**src/rtl/bhm_pkg.sv**
```systemverilog
package bhm_pkg;

   typedef struct packed {
      logic burst_n;
      logic mrdy_n;
      logic srdy_n;
      logic halt_n;
      logic claim_n;
   } bus_ctl_t;

   localparam int unsigned CTL_W = $bits(bus_ctl_t);
   localparam bus_ctl_t    BUS_IDLE = '1;

   localparam int unsigned MST_WATCH_W = 2;
   localparam int unsigned TGT_WATCH_W = 3;

endpackage

```
**src/rtl/bhm_sampler.sv**
```systemverilog
module bhm_sampler
   import bhm_pkg::*;
(
   input  logic     clk,
   input  logic     rst,
   input  bus_ctl_t bus_i,
   output bus_ctl_t cur_o,
   output bus_ctl_t prev_o
);

   bus_ctl_t cur_q;
   bus_ctl_t prev_q;

   always_ff @(posedge clk) begin
      if (rst) begin
         cur_q  <= BUS_IDLE;
         prev_q <= BUS_IDLE;
      end else begin
         prev_q <= cur_q;
         cur_q  <= bus_i;
      end
   end

   assign cur_o  = cur_q;
   assign prev_o = prev_q;

endmodule

```
**src/rtl/bhm_phase_decode.sv**
```systemverilog
module bhm_phase_decode (
   input  logic clk,
   input  logic rst,
   input  logic burst_n_i,
   input  logic mrdy_n_i,
   input  logic srdy_n_i,
   input  logic halt_n_i,
   output logic in_txn_o,
   output logic xfer_o,
   output logic done_o,
   output logic last_o,
   output logic mst_arm_o,
   output logic tgt_arm_o
);

   logic open_q;
   logic open_d;

   always_comb begin
      in_txn_o  = open_q | ~burst_n_i;
      xfer_o    = in_txn_o & ~mrdy_n_i & ~srdy_n_i;
      done_o    = in_txn_o & ~mrdy_n_i & (~srdy_n_i | ~halt_n_i);
      last_o    = in_txn_o & burst_n_i & ~mrdy_n_i;
      mst_arm_o = in_txn_o & ~mrdy_n_i;
      tgt_arm_o = in_txn_o & (~srdy_n_i | ~halt_n_i);
      if (open_q) open_d = ~(burst_n_i & mrdy_n_i);
      else        open_d = ~burst_n_i;
   end

   always_ff @(posedge clk) begin
      if (rst) open_q <= 1'b0;
      else     open_q <= open_d;
   end

   // a burst may only close after a sample with both lines idle
   a_r9_close_needs_idle: assert property (@(posedge clk) disable iff (rst)
      (open_q && burst_n_i && mrdy_n_i) |=> !open_q);

endmodule

```
**src/rtl/bhm_commit_tracker.sv**
```systemverilog
module bhm_commit_tracker #(
   parameter int unsigned W = 2
) (
   input  logic         clk,
   input  logic         rst,
   input  logic         arm_i,
   input  logic         release_i,
   input  logic [W-1:0] cur_i,
   input  logic [W-1:0] prev_i,
   output logic         held_o,
   output logic         pulse_o,
   output logic         flag_o
);

   if (W < 1) begin : g_bad_w
      $error("bhm_commit_tracker: W must be at least 1");
   end

   logic held_q;
   logic flag_q;

   assign pulse_o = held_q & (cur_i != prev_i);

   always_ff @(posedge clk) begin
      if (rst) begin
         held_q <= 1'b0;
         flag_q <= 1'b0;
      end else begin
         held_q <= release_i ? 1'b0 : (held_q | arm_i);
         flag_q <= flag_q | pulse_o;
      end
   end

   assign held_o = held_q;
   assign flag_o = flag_q;

   // once set, the flag never clears without reset
   a_r7_flag_sticky: assert property (@(posedge clk) disable iff (rst)
      flag_q |=> flag_q);

endmodule

```
**src/rtl/bhm_xfer_counter.sv**
```systemverilog
module bhm_xfer_counter #(
   parameter int unsigned CNT_W    = 16,
   parameter bit          SATURATE = 1'b1
) (
   input  logic             clk,
   input  logic             rst,
   input  logic             inc_i,
   output logic [CNT_W-1:0] count_o
);

   localparam logic [CNT_W-1:0] CNT_MAX = '1;

   logic [CNT_W-1:0] cnt_q;
   logic [CNT_W-1:0] cnt_step;

   if (SATURATE) begin : g_sat
      assign cnt_step = (cnt_q == CNT_MAX) ? cnt_q : cnt_q + 1'b1;

      // the maximum holds under further increments
      a_r8_sat_hold: assert property (@(posedge clk) disable iff (rst)
         (cnt_q == CNT_MAX) |=> (cnt_q == CNT_MAX));
   end else begin : g_wrap
      assign cnt_step = cnt_q + 1'b1;
   end

   always_ff @(posedge clk) begin
      if (rst)        cnt_q <= '0;
      else if (inc_i) cnt_q <= cnt_step;
   end

   assign count_o = cnt_q;

endmodule

```
**src/rtl/bus_handshake_monitor.sv**
```systemverilog
module bus_handshake_monitor
   import bhm_pkg::*;
#(
   parameter int unsigned CNT_W    = 16,
   parameter bit          SATURATE = 1'b1
) (
   input  logic             clk,
   input  logic             rst,
   input  logic             burst_n,
   input  logic             mrdy_n,
   input  logic             srdy_n,
   input  logic             halt_n,
   input  logic             claim_n,
   output logic             txn_active,
   output logic             xfer,
   output logic             phase_done,
   output logic             last_phase,
   output logic             mst_viol_pulse,
   output logic             tgt_viol_pulse,
   output logic             mst_viol,
   output logic             tgt_viol,
   output logic [CNT_W-1:0] xfer_count
);

   if (CNT_W < 1 || CNT_W > 32) begin : g_bad_cnt_w
      $error("bus_handshake_monitor: CNT_W must lie in 1..32");
   end

   localparam logic [CNT_W-1:0] CNT_MAX = '1;

   bus_ctl_t bus_in;
   bus_ctl_t s_cur;
   bus_ctl_t s_prev;

   assign bus_in = '{burst_n: burst_n, mrdy_n: mrdy_n, srdy_n: srdy_n,
                     halt_n: halt_n, claim_n: claim_n};

   bhm_sampler u_sampler (
      .clk    (clk),
      .rst    (rst),
      .bus_i  (bus_in),
      .cur_o  (s_cur),
      .prev_o (s_prev)
   );

   logic mst_arm;
   logic tgt_arm;

   bhm_phase_decode u_decode (
      .clk       (clk),
      .rst       (rst),
      .burst_n_i (s_cur.burst_n),
      .mrdy_n_i  (s_cur.mrdy_n),
      .srdy_n_i  (s_cur.srdy_n),
      .halt_n_i  (s_cur.halt_n),
      .in_txn_o  (txn_active),
      .xfer_o    (xfer),
      .done_o    (phase_done),
      .last_o    (last_phase),
      .mst_arm_o (mst_arm),
      .tgt_arm_o (tgt_arm)
   );

   logic [MST_WATCH_W-1:0] mst_cur, mst_prev;
   logic [TGT_WATCH_W-1:0] tgt_cur, tgt_prev;
   logic                   mst_held, tgt_held;

   assign mst_cur  = {s_cur.burst_n,  s_cur.mrdy_n};
   assign mst_prev = {s_prev.burst_n, s_prev.mrdy_n};
   assign tgt_cur  = {s_cur.claim_n,  s_cur.srdy_n,  s_cur.halt_n};
   assign tgt_prev = {s_prev.claim_n, s_prev.srdy_n, s_prev.halt_n};

   bhm_commit_tracker #(.W(MST_WATCH_W)) u_mst_commit (
      .clk       (clk),
      .rst       (rst),
      .arm_i     (mst_arm),
      .release_i (phase_done),
      .cur_i     (mst_cur),
      .prev_i    (mst_prev),
      .held_o    (mst_held),
      .pulse_o   (mst_viol_pulse),
      .flag_o    (mst_viol)
   );

   bhm_commit_tracker #(.W(TGT_WATCH_W)) u_tgt_commit (
      .clk       (clk),
      .rst       (rst),
      .arm_i     (tgt_arm),
      .release_i (phase_done),
      .cur_i     (tgt_cur),
      .prev_i    (tgt_prev),
      .held_o    (tgt_held),
      .pulse_o   (tgt_viol_pulse),
      .flag_o    (tgt_viol)
   );

   bhm_xfer_counter #(.CNT_W(CNT_W), .SATURATE(SATURATE)) u_counter (
      .clk     (clk),
      .rst     (rst),
      .inc_i   (xfer),
      .count_o (xfer_count)
   );

   // each transfer below the maximum advances the count by one
   a_r8_count_step: assert property (@(posedge clk) disable iff (rst)
      (xfer && xfer_count != CNT_MAX) |=> (xfer_count == CNT_W'($past(xfer_count) + 1'b1)));

   // no transfer, no count change
   a_r8_count_idle: assert property (@(posedge clk) disable iff (rst)
      !xfer |=> $stable(xfer_count));

   // an initiator pulse is latched into its flag
   a_r4_mst_flag_set: assert property (@(posedge clk) disable iff (rst)
      mst_viol_pulse |=> mst_viol);

   // a responder pulse is latched into its flag
   a_r5_tgt_flag_set: assert property (@(posedge clk) disable iff (rst)
      tgt_viol_pulse |=> tgt_viol);

   // phase completion drops both commitments
   a_r11_release: assert property (@(posedge clk) disable iff (rst)
      phase_done |=> (!mst_held && !tgt_held));

   // a word can only move on a sample that also ends the phase
   a_r1_xfer_ends_phase: assert property (@(posedge clk) disable iff (rst)
      xfer |-> phase_done);

endmodule

```
**config.mk**
```make
export PLATFORM = sky130hd
export DESIGN_NAME = bus_handshake_monitor
export DESIGN_NICKNAME = d
export VERILOG_FILES = /design/src/rtl/bhm_pkg.sv /design/src/rtl/bhm_sampler.sv /design/src/rtl/bhm_phase_decode.sv /design/src/rtl/bhm_commit_tracker.sv /design/src/rtl/bhm_xfer_counter.sv /design/src/rtl/bus_handshake_monitor.sv
export SDC_FILE = /design/constraint.sdc
export NUM_CORES = 1
export LEC_CHECK = 0
export ABC_AREA = 1
export BUFFER_PORTS_ARGS = -buffer_cell sky130_fd_sc_hd__buf_2
export CORE_AREA = 2 2 63 65
export DETAILED_ROUTE_END_ITERATION = 16
export DIE_AREA = 0 0 65 67
export PLACE_DENSITY = 0.65
export SYNTH_ARGS = -nofsm -noshare
export SYNTH_HDL_FRONTEND = slang
export SYNTH_HIERARCHICAL = 1
export SYNTH_SLANG_ARGS = --single-unit
```
**constraint.sdc**
```tcl
create_clock -name clk -period 2.1 [get_ports clk]
set_input_delay 0 -clock clk [delete_from_list [all_inputs] [get_ports clk]]
set_output_delay 0 -clock clk [all_outputs]
set_load 0.02 [all_outputs]
```
==> results of run 1 <==
-- flip-flops by register name, summed over array words and instances, names as in the netlist --
name	flops
u_tgt_commit/held_o	1
u_sampler/prev_o	5
u_decode/open_q	1
u_sampler/cur_o	5
u_counter/count_o	16
u_mst_commit/flag_o	1
u_mst_commit/held_o	1
u_tgt_commit/flag_o	1
-- path summary, 6_finish.rpt --
check,start,endpoint,slack [ns]
worst max register to register,u_decode/open_q,u_counter/count_o[14],0.51
worst max-delay path,u_decode/open_q,u_counter/count_o[14],0.51
worst min register to register,u_sampler/cur_o[0],u_sampler/prev_o[0],0.45
worst min-delay path,srdy_n,u_sampler/cur_o[2],0.42
-- Yosys cell counts, types with 2 or more instances --
library cell	instances
nand2_1	64
buf_6	2
dfxtp_1	31
xnor2_1	2
inv_1	37
nand2_2	7
a21oi_1	12
nor2_4	5
nor2_1	35
a21oi_2	2
nand4_1	2
inv_2	3
nor3_1	2
nor2_2	4
nand3_1	16
o21ai_0	3
-- final cells by class --
cell class                      count  area [µm²]  area share (%)
Tap cell                           48        60.1            3.12
Clock inverter                      2        12.5           0.650
Clock buffer                        6        72.6            3.77
Timing Repair Buffer               37         218            11.3
Multi-Input combinational cell    160         791            41.1
Sequential cell                    31         621            32.2
Inverter                           40         150            7.80
-- stage by stage --
| stage | util, % | setup WS, ns | hold slack, ns | std cells |
|---|---|---|---|---|
| global route | 53.4 | 0.324 | 0.416 | 324 |
| detailed placement | 49.3 | 0.522 | 0.176 | 310 |
| finish | 53.4 | 0.509 | 0.416 | 324 |
| floorplan | - | 0.207 | 0.0624 | 233 |
| global placement | 49.3 | 0.550 | 0.174 | 310 |
| CTS | 53.4 | 0.502 | 0.407 | 324 |
-- timing repair --
item	4_1_cts	5_1_grt
hold buffers	6	0
endpoints found under the hold margin	6	0
setup buffers	0	0
-- layer usage --
metal	vias up	share of wire (%)	wire, µm	track usage (%)
met3	5	5.7	182	8.11
met1	607	45	1460	19.6
met2	33	47	1520	29.6
met5	-	0	0	0
li1	790	-	-	-
met4	0	1.8	57	7.18
-- logic make-up after synthesis --
kind of cell / after synthesis / synth area share (%)
buffers and inverters: 42 / 10.9
AOI/OAI and AO/OA: 18 / 6.40
xor gates and xnor gates: 2 / 1.11
adders and majority gates: 1 / 0.790
DFF: 31 / 39.2
and+or+nand+nor: 139 / 41.6
-- power by group --
group | switching (W) | internal, W
Sequential | 0.0000116 | 0.000603
Combinational | 0.0000493 | 0.0000363
Clock | 0.000228 | 0.000231
Total | 0.000289 | 0.000871
-- worst max-delay path, stage by stage (launching register included) --
cell and delay [ns]:
dfxtp_1 0.36, inv_2 0.06, nand2_2 0.06, nand2_2 0.06, nor2_1 0.18, inv_2 0.10
nor2_2 0.16, nand2_1 0.16, nor2_1 0.17, nand3_1 0.08, nand2_1 0.06, nor2_1 0.04
==> impl_metrics.csv, run 1 <==
group,metric,value,unit
outcome,outcome,"completed",
synthesis,synth_cell_types,22,
timing,setup_viol,0,
timing,finalCritPeriodShare,75.8,%
grt,globalRouteOverflowTotal,0,
grt,track_usage,17.8,%
synthesis,syn-cell-area,1580,µm²
placed_design,post_dp_cell_area,1780,µm²
floorplanning,die-height,67,µm
detailed_routing,avgRoutedWirePerCell,9.92,µm
placed_design,io_buffer_count,30,
floorplanning,initial_core_util,43.9,%
synthesis,synth_edf_count,0,
timing,fmax,629,MHz
synthesis,synth_area_leaders,"dfxtp_1, nand2_1, inv_1, nor2_1, nand3_1",
timing,tightestPinTransition,0.394,ns
clocking,root_buffer,"clkbuf_8",
timing,maxSlewViolCount,0,
detailed_routing,routed_wirelength,3220,µm
synthesis,synthCells,233,
synthesis,synth_top_area_share,39.2,%
grt,first_global_vias,1331,
timing,fin_skew,0.00245,ns
worst_setup_path,cp-start-kind,"flop",
timing,finalSetupTns,0,ns
timing,finalHoldViolCount,0,
power_and_ir_drop,total_power,0.00116,W
layout,area_growth,21.5,%
layout,antenna_cells,0,
synthesis,yosys_warnings,6,
layout,nets,283,
grt,grt_start_max_net_pins,15,
synthesis,synth_top_area_cell,"dfxtp_1",
flow_run,maxCapViolations,0,
layout,final_cell_mix,"nand2_1, inv_1, nor2_1",
worst_setup_path,cp_data_required_time,2.29,ns
clocking,cts_inserted_buffers,5,
worst_setup_path,path_class,"flop to flop",
detailed_routing,first_iter_violations,72,
clocking,clockBufferDepth,2,
detailed_routing,dr.pass1.iters,4,
synthesis,ys_seq_area_share,39.2,%
floorplanning,die-width,65,µm
detailed_routing,detail_route.vias_per_cell,4.43,
grt,grt_pass1_wl,5690,µm
floorplanning,core.rowCount,22,
worst_setup_path,crit_arrival,1.78,ns
synthesis,syn_avg_cell_area,6.80,µm²
timing,relSlewSlack,73.7,%
min_path,min_path_type,"primary input to flop",
timing,rsz0062_at_grt,"false",
synthesis,ys_ff_latch,31,
layout,drive_above_1_share,22.8,%
detailed_routing,drcViolationCount,0,
timing,min_period,1.59,ns
clocking,cts_resized,0,
placed_design,dpl.hpwl,2330,µm
layout,fin_area,1920,µm²
detailed_routing,num_vias,1435,
floorplanning,die-area,4360,µm²
placed_design,globalplace.congestion,0.786,
grt,antenna_found_initial,0,
worst_setup_path,worstSetupEndpointType,"flop",
clocking,htree_levels,2,
power_and_ir_drop,power.leakage,1.02,nW
clocking,cts_sinks,31,
synthesis,synthFlopType,"dfxtp_1",
floorplanning,io_pins,31,
clocking,clk_latency,0.29,ns
power_and_ir_drop,vdd_drop_max,0.340,mV
layout,final_common_cell,"nand2_1",
clocking,tritoncts,"built",
power_and_ir_drop,power_density,603,nW/µm²
worst_setup_path,path_max_fanout,4,
min_path,hold_depth,4,
synthesis,synthArstFlopShare,0,%
floorplanning,core_area,3610,µm²
worst_setup_path,reg2reg_depth,11,
synthesis,synth_fp_nets,241,
clocking,path_clk_slew,0.06,ns
detailed_routing,postRouteAntennaNets,0,
layout,fillers,373,
(Power assumes the default switching activity.)
==> run 2: changes to the inputs <==
ABC_AREA = 0   (was 1)
CORE_AREA = 2 2 59 61   (was 2 2 63 65)
DIE_AREA = 0 0 61 63   (was 0 0 65 67)
PLACE_DENSITY = 0.66   (was 0.65)
clock period = 1.6 ns   (was 2.1 ns; I/O delays follow)
==> run 2 against run 1 <==
The flow now finishes with violations (negative setup slack). Combinational power is 39% higher. Sequential share of layout area decreased by 2.4 points. Count of clock-buffer cells in the layout unchanged. Synthesized cell count decreased by 37%. Die area fell by 12%. Critical endpoint is now u_counter/count_o[9]. Largest cell class unchanged.
==> impl_metrics.csv, run 2 <==
group,metric,value,unit
outcome,outcome,"finished with violations",
outcome,violations,"negative setup slack",
synthesis,syn_avg_cell_area,9.39,µm²
floorplanning,die-area,3840,µm²
worst_setup_path,r2r_setup_slack,-0.12,ns
floorplanning,io_pins,31,
grt,antenna_found_initial,0,
grt,grtUsageMet2,30.9,%
detailed_routing,dr.pass1.iters,4,
worst_setup_path,path_max_fanout,4,
grt,track_usage,18.3,%
worst_setup_path,path_class,"flop to flop",
synthesis,yosys_warnings,6,
worst_setup_path,cp-start-kind,"flop",
detailed_routing,routed_wirelength,3470,µm
floorplanning,die-height,63,µm
grt,globalRouteOverflowTotal,0,
synthesis,synthTopCellsByCount,"dfxtp_1, nor2_1, or2_1",
synthesis,synth_cell_types,45,
power_and_ir_drop,power.leakage,0.906,nW
placed_design,io_buffer_count,30,
grt,grt_pass1_wl,5360,µm
floorplanning,die-width,61,µm
detailed_routing,num_vias,1380,
synthesis,synth_area_leaders,"dfxtp_1, or2_1, xnor2_1, nor2_1, nand3_1",
detailed_routing,postRouteAntennaNets,0,
synthesis,synthArstFlopShare,0,%
synthesis,synth.most_common_cell,"dfxtp_1",
floorplanning,core_area,3230,µm²
detailed_routing,first_iter_violations,92,
power_and_ir_drop,vdd_drop_max,0.444,mV
placed_design,globalplace.congestion,0.760,
timing,fmax,581,MHz
layout,largest_reg_flops,16,
clocking,clk_latency,0.33,ns
worst_setup_path,reg2reg_depth,7,
timing,min_period,1.72,ns
layout,area_growth,54.5,%
synthesis,synth_top_area_share,45.0,%
min_path,min_path_type,"primary input to flop",
grt,grt_start_max_net_pins,34,
clocking,tritoncts,"built",
layout,nets,231,
clocking,cts_sinks,31,
clocking,cts_inserted_buffers,5,
detailed_routing,drcViolationCount,0,
grt,first_global_vias,1288,
grt,grt.busiest_layer,"met2",
timing,setup_viol,11,
clocking,path_clk_slew,0.10,ns
timing,worst_slack,-0.122,ns
layout,final_cells,270,
flow_run,maxCapViolations,0,
placed_design,post_dp_cell_area,1820,µm²
min_path,min_to,"u_counter/count_o[8]",
grt,grt_use_met1,20.7,%
synthesis,synth_fp_nets,155,
power_and_ir_drop,power_density,732,nW/µm²
timing,maxSlewViolCount,0,
layout,antenna_cells,0,
timing,finalCritPeriodShare,108,%
synthesis,ys_seq_area_share,45.0,%
synthesis,synthCells,147,
synthesis,synth_edf_count,0,
worst_setup_path,r2r-start,"u_decode/open_q",
layout,fin_area,2130,µm²
min_path,min_from,"rst",
clocking,htree_levels,2,
layout,final_cell_mix,"buf_4, buf_2, dfxtp_1",
timing,tightestPinTransition,0.556,ns
worst_setup_path,cp_data_required_time,1.86,ns
detailed_routing,avgRoutedWirePerCell,12.8,µm
floorplanning,core.rowCount,21,
placed_design,dp.cells,250,
floorplanning,initial_core_util,42.7,%
min_path,hold_depth,2,
synthesis,synth_top_area_cell,"dfxtp_1",
worst_setup_path,r2r-end,"u_counter/count_o[9]",
layout,drive_above_1_share,49.6,%
timing,fin_skew,0.00655,ns
synthesis,syn-cell-area,1380,µm²
synthesis,ys_ff_latch,31,
detailed_routing,detail_route.vias_per_cell,5.11,
layout,final_common_cell,"buf_4",
worst_setup_path,worstSetupEndpointType,"flop",
clocking,root_buffer,"clkbuf_4",
worst_setup_path,crit_arrival,1.98,ns
synthesis,synthFlopType,"dfxtp_1",
timing,rsz0062_at_grt,"true",
placed_design,dpl.hpwl,2310,µm
timing,finalHoldViolCount,0,
placed_design,place_ws,-0.156,ns
timing,relSlewSlack,62.9,%
grt,use_met3,5.38,%
clocking,clockBufferDepth,2,
run 2: worst max-delay path by stage:
stage	startpoint	end	slack (ns)	depth (start not counted)
global route	u_sampler/cur_o[4]	u_counter/count_o[9]	-0.19	7
finish	u_decode/open_q	u_counter/count_o[9]	-0.12	7
CTS	u_sampler/cur_o[4]	u_counter/count_o[9]	-0.11	7
floorplan	u_sampler/cur_o[4]	u_counter/count_o[15]	-0.43	7
global placement	u_sampler/cur_o[4]	u_counter/count_o[9]	-0.08	7
detailed placement	u_decode/open_q	u_counter/count_o[15]	-0.16	6
run 2: timing repair:
| item | in CTS | in global routing |
|---|---|---|
| gates cloned | 0 | 0 |
| setup buffers | 4 | 4 |
| hold buffers | 5 | 0 |
| resized for setup | 5 | 27 |
| pin swaps | 2 | 7 |
| hold endpoints to repair | 5 | 0 |
| setup endpoints to repair | 10 | 13 |
run 2: logic make-up (layout without fill, tap and decap cells):
logic type / count (synthesis) / after routing / share of synthesized area, %
xor+xnor: 8 / 8 / 5.08
compound gates: 26 / 26 / 14.4
flops: 31 / 31 / 45.0
mux: 4 / 4 / 3.08
fa+ha+maj: 1 / 1 / 0.906
buf+inv: 9 / 86 / 3.44
simple gates: 68 / 68 / 28.1
run 2: worst max-delay path, stage by stage (launching register included):
cell	delay (ns)
dfxtp_1	0.39
nor2b_4	0.06
nor3_4	0.11
nand2_1	0.07
or3_4	0.36
buf_6	0.14
or4_1	0.39
a21oi_1	0.13
run 2: through the flow:
| stage | hold slack (ns) | total power [W] | utilization [%] | TNS [ns] |
|---|---|---|---|---|
| finish | 0.146 | 0.00156 | 66.0 | -0.357 |
| CTS | 0.121 | 0.00158 | 62.6 | -0.426 |
| global placement | 0.179 | 0.000924 | 56.3 | -0.238 |
| global route | 0.149 | 0.00164 | 66.0 | -1.44 |
| floorplan | 0.0624 | 0.000888 | - | -2.28 |
| detailed placement | 0.178 | 0.000927 | 56.3 | -0.534 |
run 2: area by class of cell:
| type | instances | area (µm²) |
|---|---|---|
| clock buffers | 6 | 51.3 |
| clock inverters | 2 | 35.0 |
| fillers | 280 | 1100 |
| inverters | 6 | 22.5 |
| multi-input cells | 107 | 841 |
| flip-flops and latches | 31 | 636 |
| well taps | 46 | 57.6 |
| repair buffers | 72 | 489 |
run 2: power breakdown:
part,internal (W),switching [W]
Clock,0.000369,0.000268
Combinational,0.0000582,0.0000610
Sequential,0.000791,0.0000135
Total,0.00122,0.000342
run 2: metal layers:
metal / wire (µm) / part of all wire (%) / up-vias
met5: 0 / 0 / -
met4: 34 / 0.98 / 0
met3: 120 / 3.5 / 4
met2: 1810 / 52 / 38
met1: 1510 / 43 / 651
li1: - / - / 687
==> run 3: changes to the inputs <==
REMOVE_ABC_BUFFERS = 1   (was not set)
==> run 3 against run 2 <==
The flow still finishes with violations (negative setup slack). Count of clock-buffer cells in the layout did not move. Clock power barely moved. Global-route usage rose by 1.7 points. Critical path type unchanged. Largest power group unchanged.
==> impl_metrics.csv, run 3 (synthesis gave the netlist of run 2 again) <==
group,metric,value,unit
outcome,outcome,"finished with violations",
outcome,violations,"negative setup slack",
clocking,path_clk_slew,0.10,ns
placed_design,globalplace.congestion,0.787,
layout,multi_input_area,848,µm²
detailed_routing,detail_route.vias_per_cell,5.03,
timing,maxSlewViolCount,0,
layout,area_growth,51.9,%
clocking,cts_inserted_buffers,5,
worst_setup_path,critPathSlowestCell,"or4_4",
timing,setup_viol,7,
floorplanning,die-height,63,µm
timing,finalCritPeriodShare,114,%
min_path,min_path_type,"primary input to flop",
layout,ff_latch_area,634,µm²
power_and_ir_drop,power.leakage,0.885,nW
timing,fin_hold_ws,0.132,ns
worst_setup_path,cp_data_required_time,1.87,ns
layout,largest_reg_flops,16,
timing,worst_slack,-0.220,ns
placed_design,dp.cells,248,
clocking,clockBufferDepth,2,
placed_design,dpl.hpwl,2330,µm
grt,antenna_found_initial,0,
layout,drive_above_1_share,49.8,%
grt,grt.busiest_layer,"met2",
clocking,root_buffer,"clkbuf_4",
min_path,hold_depth,2,
worst_setup_path,cp_cell_sequence,"nor2b_4 > nor3_4 > nand2_1 > or3_4 > buf_6 > or4_4 > a21oi_2",
detailed_routing,dr.pass1.iters,4,
clocking,cts_sinks,31,
grt,grtUsageMet2,34.1,%
floorplanning,core_area,3230,µm²
worst_setup_path,reg2reg_depth,7,
worst_setup_path,cp-start-kind,"flop",
floorplanning,initial_core_util,42.7,%
placed_design,io_buffer_count,30,
layout,fillers,289,
grt,grt_pass1_wl,5790,µm
grt,use_met3,5.80,%
floorplanning,die-area,3840,µm²
timing,fin_skew,0.00280,ns
grt,track_usage,20.0,%
placed_design,place_ws,-0.210,ns
grt,globalRouteOverflowTotal,0,
timing,finalHoldViolCount,0,
timing,min_period,1.82,ns
timing,tightestPinTransition,0.558,ns
grt,first_global_vias,1343,
grt,grt_use_met1,23.8,%
clocking,tritoncts,"built",
layout,antenna_cells,0,
layout,fin_area,2100,µm²
placed_design,post_dp_cell_area,1770,µm²
worst_setup_path,crit_arrival,2.09,ns
detailed_routing,routed_wirelength,3470,µm
detailed_routing,postRouteAntennaNets,0,
floorplanning,io_pins,31,
layout,final_cell_mix,"buf_2, buf_4, dfxtp_1",
worst_setup_path,path_class,"flop to flop",
layout,final_cells,265,
timing,relSlewSlack,62.8,%
layout,utilization,64.9,%
timing,rsz0062_at_grt,"true",
timing,fmax,550,MHz
detailed_routing,first_iter_violations,29,
grt,grt_start_max_net_pins,34,
layout,nets,226,
detailed_routing,avgRoutedWirePerCell,13.1,µm
power_and_ir_drop,power_density,743,nW/µm²
clocking,htree_levels,2,
worst_setup_path,critical-path-max-stage-delay,0.41,ns
clocking,clk_latency,0.33,ns
floorplanning,core.rowCount,21,
power_and_ir_drop,vdd_drop_max,0.590,mV
flow_run,maxCapViolations,0,
floorplanning,die-width,61,µm
detailed_routing,num_vias,1332,
worst_setup_path,path_max_fanout,4,
worst_setup_path,worstSetupEndpointType,"flop",
detailed_routing,drcViolationCount,0,
-- run 3: layout make-up --
class                           instances  area share [%]
Multi-Input combinational cell        107            40.5
Sequential cell                        31            30.3
Timing Repair Buffer                   67            21.4
Tap cell                               46            2.74
Clock buffer                            6            2.45
Clock inverter                          2            1.67
Inverter                                6            1.07
-- run 3: report_power, final --
group / switching [W] / internal [W]
Clock: 0.000270 / 0.000369
Combinational: 0.0000599 / 0.0000555
Sequential: 0.0000131 / 0.000791
Total: 0.000343 / 0.00122
-- run 3: repair_timing --
item	CTS	global route
setup buffers	4	2
pin swaps	5	6
endpoints found under the hold margin	5	0
hold buffers	5	0
setup endpoints to repair	13	16
gates resized for setup	25	14
-- run 3: path summary, 6_finish.rpt --
check,start,end,slack (ns)
setup / recovery,u_sampler/cur_o[4],u_counter/count_o[9],-0.22
hold / removal,rst,u_counter/count_o[0],0.13
setup reg to reg,u_sampler/cur_o[4],u_counter/count_o[9],-0.22
hold reg to reg,u_sampler/cur_o[0],u_sampler/prev_o[0],0.46
-- run 3: routing by layer --
metal	part of all wire (%)	vias up
met1	45	614
met4	1.2	0
met2	48	40
li1	-	673
met3	4.9	5
met5	0	-
-- run 3: through the flow --
stage	total power (W)	TNS, ns
3_3_place_gp	0.000922	-0.601
4_1_cts	0.00158	-0.931
5_1_grt	0.00163	-1.44
6_report	0.00156	-0.876
2_1_floorplan	0.000878	-4.42
3_5_place_dp	0.000926	-0.980
-- run 3: worst max-delay path: cells and delay by family (launching register included) --
family                 cells  cell delay [ns]
AND/OR/NAND/NOR            5             1.14
flip-flops                 1             0.33
AO/OA/AOI/OAI              1             0.15
buffers and inverters      1             0.14
